<file path="config.mk">
export PLATFORM = sky130hd
export DESIGN_NAME = tmr_irq_ctl
export DESIGN_NICKNAME = d
export VERILOG_FILES = /design/src/rtl/tmr_irq_ctl.sv
export SDC_FILE = /design/constraint.sdc
export NUM_CORES = 1
export LEC_CHECK = 0
export ABC_AREA = 1
export ABC_CLOCK_PERIOD_IN_PS = 1300
export CAP_MARGIN = 15
export CORE_MARGIN = 2
export CORE_UTILIZATION = 33
export CTS_BUF_LIST = sky130_fd_sc_hd__clkbuf_8 sky130_fd_sc_hd__clkbuf_16
export DETAILED_ROUTE_END_ITERATION = 16
export HOLD_SLACK_MARGIN = 0.02
export PLACE_DENSITY = 0.78
export SYNTH_ARGS = -nofsm -noshare
export SYNTH_HDL_FRONTEND = slang
export SYNTH_SLANG_ARGS = --single-unit
</file>
<file path="constraint.sdc">
create_clock -name clk -period 1.3 [get_ports clk]
set_input_delay 0.39 -clock clk [delete_from_list [all_inputs] [get_ports clk]]
set_output_delay 0.39 -clock clk [all_outputs]
set_load 0.02 [all_outputs]
</file>
<file path="src/rtl/tmr_irq_ctl.sv">
module tmr_irq_ctl #(
  parameter int AW = 6,
  parameter int VW = 3,
  parameter logic [AW-1:0] FLAG_ADDR = 6'h38,
  parameter logic [AW-1:0] MASK_ADDR = 6'h39,
  parameter int BIT_CMPA = 6,
  parameter int BIT_OVF1 = 2,
  parameter int BIT_OVF0 = 1,
  parameter logic [VW-1:0] VEC_CMPA = 3'd3,
  parameter logic [VW-1:0] VEC_OVF1 = 3'd4,
  parameter logic [VW-1:0] VEC_OVF0 = 3'd5
) (
  input  logic          clk,
  input  logic          rst_n,
  input  logic [AW-1:0] bus_addr,
  input  logic          bus_we,
  input  logic [7:0]    bus_wdata,
  output logic [7:0]    bus_rdata,
  input  logic          ev_ovf0,
  input  logic          ev_ovf1,
  input  logic          ev_cmpa,
  input  logic          gie,
  input  logic          ack_valid,
  input  logic [VW-1:0] ack_vec,
  output logic          irq,
  output logic [VW-1:0] irq_vec
);
  // index 0: counter 0 overflow, 1: counter 1 overflow, 2: compare A
  logic [2:0] flg, msk, ev, clr, pend;
  logic       wr_flag, wr_mask;
  logic       unused_wbits;

  assign unused_wbits = ^bus_wdata;
  assign wr_flag = bus_we && (bus_addr == FLAG_ADDR);
  assign wr_mask = bus_we && (bus_addr == MASK_ADDR);
  assign ev = {ev_cmpa, ev_ovf1, ev_ovf0};

  assign clr[0] = (wr_flag && bus_wdata[BIT_OVF0]) || (ack_valid && ack_vec == VEC_OVF0);
  assign clr[1] = (wr_flag && bus_wdata[BIT_OVF1]) || (ack_valid && ack_vec == VEC_OVF1);
  assign clr[2] = (wr_flag && bus_wdata[BIT_CMPA]) || (ack_valid && ack_vec == VEC_CMPA);

  always_ff @(posedge clk or negedge rst_n) begin
    if (!rst_n) begin
      flg <= '0;
      msk <= '0;
    end else begin
      flg <= (flg & ~clr) | ev;
      if (wr_mask) msk <= {bus_wdata[BIT_CMPA], bus_wdata[BIT_OVF1], bus_wdata[BIT_OVF0]};
    end
  end

  always_comb begin
    bus_rdata = '0;
    if (bus_addr == FLAG_ADDR) begin
      bus_rdata[BIT_CMPA] = flg[2];
      bus_rdata[BIT_OVF1] = flg[1];
      bus_rdata[BIT_OVF0] = flg[0];
    end else if (bus_addr == MASK_ADDR) begin
      bus_rdata[BIT_CMPA] = msk[2];
      bus_rdata[BIT_OVF1] = msk[1];
      bus_rdata[BIT_OVF0] = msk[0];
    end
  end

  assign pend = flg & msk & {3{gie}};
  assign irq  = |pend;

  always_comb begin
    if (pend[2])      irq_vec = VEC_CMPA;
    else if (pend[1]) irq_vec = VEC_OVF1;
    else if (pend[0]) irq_vec = VEC_OVF0;
    else              irq_vec = '0;
  end

  AST_EVENT_SETS: assert property (@(posedge clk) disable iff (!rst_n) ev_cmpa |=> flg[2]);
  AST_SET_WINS: assert property (@(posedge clk) disable iff (!rst_n) (ev_ovf1 && wr_flag && bus_wdata[BIT_OVF1]) |=> flg[1]);
  AST_W1C_CLEARS: assert property (@(posedge clk) disable iff (!rst_n) (wr_flag && bus_wdata[BIT_CMPA] && !ev_cmpa) |=> !flg[2]);
  AST_ACK_CLEARS: assert property (@(posedge clk) disable iff (!rst_n) (ack_valid && ack_vec == VEC_OVF0 && !ev_ovf0) |=> !flg[0]);
  AST_ACK_OTHERS: assert property (@(posedge clk) disable iff (!rst_n) (ack_valid && ack_vec == VEC_OVF0 && !wr_flag && flg[2]) |=> flg[2]);
  AST_GLOBAL_GATE: assert property (@(posedge clk) disable iff (!rst_n) irq |-> gie);
  AST_TOP_PRIO: assert property (@(posedge clk) disable iff (!rst_n) (gie && flg[2] && msk[2]) |-> irq_vec == VEC_CMPA);
  AST_IDLE_VEC: assert property (@(posedge clk) disable iff (!rst_n) !irq |-> irq_vec == '0);
endmodule

</file>
# Word level (Yosys, flattened, before mapping)
# Cells that the tools add are included.
[word_totals]
output_inout_bits = 12
wordCells = 31
register_bits = 6
inputBits = 25
[classes]
muxes = 7
bitwise = 5
n_reduce_logical = 12
eq_ne = 5
[ops]
columns = ["op", "count"]
rows = [
  ["$eq A6 B6 Y1 const B", 2],
  ["$and A3 B3 Y3", 3],
  ["$mux W3", 3],
  ["$logic_and A1 B1 Y1", 8],
  ["$eq A3 B3 Y1 const B", 2],
  ["$mux W2", 2],
  ["$eq A3 B2 Y1 const B", 1],
  ["$logic_or A1 B1 Y1", 3],
  ["$not A3 Y3", 1],
  ["$or A3 B3 Y3", 1],
  ["$reduce_or A3 Y1", 1],
  ["$mux W1", 2],
]

# Logic depth before layout (Yosys ltp)
[depth]
word_depth = 7
mapped_depth = 7
depth_no_buf = 7

# Worst setup path before layout
# No wires, ideal clock.
[synth_timing]
kind = "register -> output"
from = "register msk[1]"
to = "output irq_vec[0]"
t_arrival_ns = 0.975
path_buffers = 0
path_stages_with_launch = 4
t_required_ns = 0.910
setup_slack_ns = -0.065
cell_sequence = "dfrtp_1 nand3_1 inv_1 o21ai_0"
[synth_via]
elab_chain_len = 4
[synth_rtl]
columns = ["item", "line_no", "rtl"]
rows = [
  ["start: declaration", "29", "logic [2:0] flg, msk, ev, clr, pend;"],
  ["start signal: assignment", "48", "if (wr_mask) msk <= {bus_wdata[BIT_CMPA], bus_wdata[BIT_OVF1], bus_wdata[BIT_OVF0]};"],
  ["$and A3 B3 Y3 (2 in a row)", "65", "assign pend = flg & msk & {3{gie}};"],
  ["$mux W3", "70", "else if (pend[1]) irq_vec = VEC_OVF1;"],
  ["$mux W3", "69", "if (pend[2]) irq_vec = VEC_CMPA;"],
  ["end: declaration", "26", "output logic [VW-1:0] irq_vec"],
]
# Every way passes these cells.

# Final worst setup path
[layout_timing]
from = "input bus_addr[2]"
to = "output bus_rdata[1]"
[layout_via]
elab_chain_len = 3
elab_cells_between_ends = 4
classes_between = "eq/ne (2); mux (2)"
[layout_rtl]
columns = ["item", "line_no", "rtl"]
rows = [
  ["start: declaration", "15", "input logic [AW-1:0] bus_addr,"],
  ["$eq A6 B6 Y1", "58", "end else if (bus_addr == MASK_ADDR) begin"],
  ["$mux W2", "58", ""],
  ["$mux W2 (*)", "54", "if (bus_addr == FLAG_ADDR) begin"],
  ["end: declaration", "18", "output logic [7:0] bus_rdata,"],
]
# Mark *: on every way between the ends. The rest lies on a longest branch, timed or not.

==> reports/metrics.yaml <==
synthesis:
  yosys-top-cells-area: "dfrtp_1, nand2_1, inv_1, buf_4, nor2_4"
  post_synth.cell_area_avg_um2: 6.29
  synthDistinctLibCells: 18
  synth_top_family_by_area: "simple AND/OR/NAND/NOR gates"
  yosysTopAreaCell: "dfrtp_1"
  synth_top_area_share_pct: 29.9
  muxShareOfSynthArea_pct: 0
  synth-xor-area-share_pct: 0
  yosys.area_share.simple_pct: 47.0
  synth_compound_area_share_pct: 3.73
  synth_seq_cells: 6
  yosysWarningCount: 0
  syn_inst: 80
  synth_seq_area_share_pct: 29.9
  syn_area_um2: 503
  synthAdderAreaFrac_pct: 0
run_status:
  status: "complete, but fails checks"
  violations: "setup timing"
power_and_ir_drop:
  p_per_area_nw_per_um2: 754
  p_total_w: 0.000784
  p_leak_nw: 0.570
  ir_worst_vdd_uv: 542
sta:
  setup_ws_ps: -134
  slew_violations: 0
  finalHoldViolCount: 0
  skew_ps: 0
  grt_setup_unrepaired: "true"
  setup_tns_ps: -623
  setup_viol: 6
  finalCriticalPeriod_ps: 1430
  period_share_pct: 110
  max_freq_mhz: 697
layout:
  layout_commonest_cell: "nand2_1"
  fin_nets: 157
  drive_gt1_share_pct: 48.5
  diodes: 0
  fillers: 125
  syn2layout_area_growth_pct: 107
  final_cell_mix: "nand2_1, buf_4, clkdlybuf4s50_1"
global_route:
  grt_max_degree: 7
  gr-total-overflow: 0
  track_usage_pct: 18.6
  grt_pass1_wl_um: 2550
  grt_pass1_vias: 622
  antenna_found_initial: 0
clock_network:
  htreeDepth: 1
  cts_tree: "yes"
  cts_root_buf: "clkbuf_8"
  clk_latency_ps: 220
  numCtsBuffers: 3
  clk_path_buf_depth: 2
  clk_pin_slew_ps: 40
  clock-sinks: 6
floorplanning:
  core-area_um2: 1470
  die-height_um: 43.0
  start_util_pct: 34.2
  rows: 14
  io_pins: 37
  die_w_um: 43.0
  die-area_um2: 1850
placed_design:
  place_congestion: 0.715
  port_buffers: 26
  dpl.hpwl_um: 1100
critical_path:
  reg2reg_from: "flg[2]"
  crit_required_ps: 910
  end_kind: "primary output"
  cp.arrival_ps: 1040
  crit_path_start: "bus_addr[2]"
  critPathLaunchType: "input port"
  criticalPathCategory: "in2out"
  path_max_fanout: 4
drt:
  vias: 637
  wirelength_um: 1570
  drt_iter0_markers: 4
  wl_per_cell_um: 10.7
  vias_per_cell: 4.36
  drc: 0
  first_pass_iters: 4
  antenna_left: 0
flow_run:
  cap_violations: 0
min_path:
  min-delay-path-class: "in2async"
## worst paths after layout
path	end	slack, ps	depth (start not counted)
hold reg to reg	msk[0]	620	3
hold / removal	msk[1]	410	1
min in group clk	msk[0]	620	3
setup reg to reg	flg[2]	400	4
setup / recovery	bus_rdata[1]	-130	7
max in group asynchronous	flg[2]	670	1
## kinds of logic (layout without fill, tap and decap cells)
family | count (synthesis) | after routing
simple gates | 50 | 50
other cells | 1 | 5
buf+inv | 20 | 66
compound gates | 3 | 3
flops | 6 | 6
## critical path, stage by stage
cell     delay, ps
buf_8          100
nor2_4         110
nand2_4         80
nor2_4         120
nand2_1         80
nand2_2         60
buf_6          110
## registers in the layout, indices dropped and copies added, names as in the netlist
name and count:
msk 3, flg 3
## report_power, final
part	switching, W	internal (W)	total [W]	leakage, nW
clock network	0.0000763	0.000199	0.000275	0.0216
logic	0.000137	0.000158	0.000295	0.481
registers	0.0000109	0.000204	0.000214	0.0675
## timing repair
item,4_1_cts,5_1_grt
pin swaps,15,15
endpoints found under the setup margin,10,10
gates resized for setup,89,7
buffers inserted,12,2
hold buffers,0,0
## layout make-up
cell class                      instances  area [um2]  area share, %
Inverter                               15        58.8           5.66
Sequential cell                         6         150           14.4
Multi-Input combinational cell         58         327           31.4
Tap cell                               16        20.0           1.93
Timing Repair Buffer                   48         443           42.6
Clock buffer                            3        41.3           3.97
## stage by stage
stage / hold WS (ps) / area, um2 / setup WS, ps / util (%) / std cells
after floorplan: 94.4 / 528 / 18.6 / - / 84
after global placement: 570 / 853 / -1010 / 58.0 / 132
after detailed placement: 573 / 853 / -1030 / 58.0 / 132
after CTS: 422 / 1030 / -152 / 70.2 / 147
after global routing: 438 / 1040 / -199 / 70.7 / 146
final: 415 / 1040 / -134 / 70.7 / 146
## Yosys cell counts (all sizes together)
| cell type | count |
|---|---|
| nand2 | 33 |
| inv | 15 |
| nor2 | 9 |
| dfrtp | 6 |
| buf | 5 |
| nand3 | 3 |
| nand4 | 3 |
| nor3 | 2 |
| a21boi | 1 |
| a31oi | 1 |
| conb | 1 |
| o21ai | 1 |
## per-layer routing
metal / vias up / GRT usage, % / wire length, um
met5: - / 0 / 0
met4: 0 / 6.06 / 14
met3: 2 / 4.26 / 97
met2: 24 / 35.5 / 871
met1: 276 / 19.7 / 582
li1: 335 / - / -
Note: power is estimated with default switching activity, not from simulation.
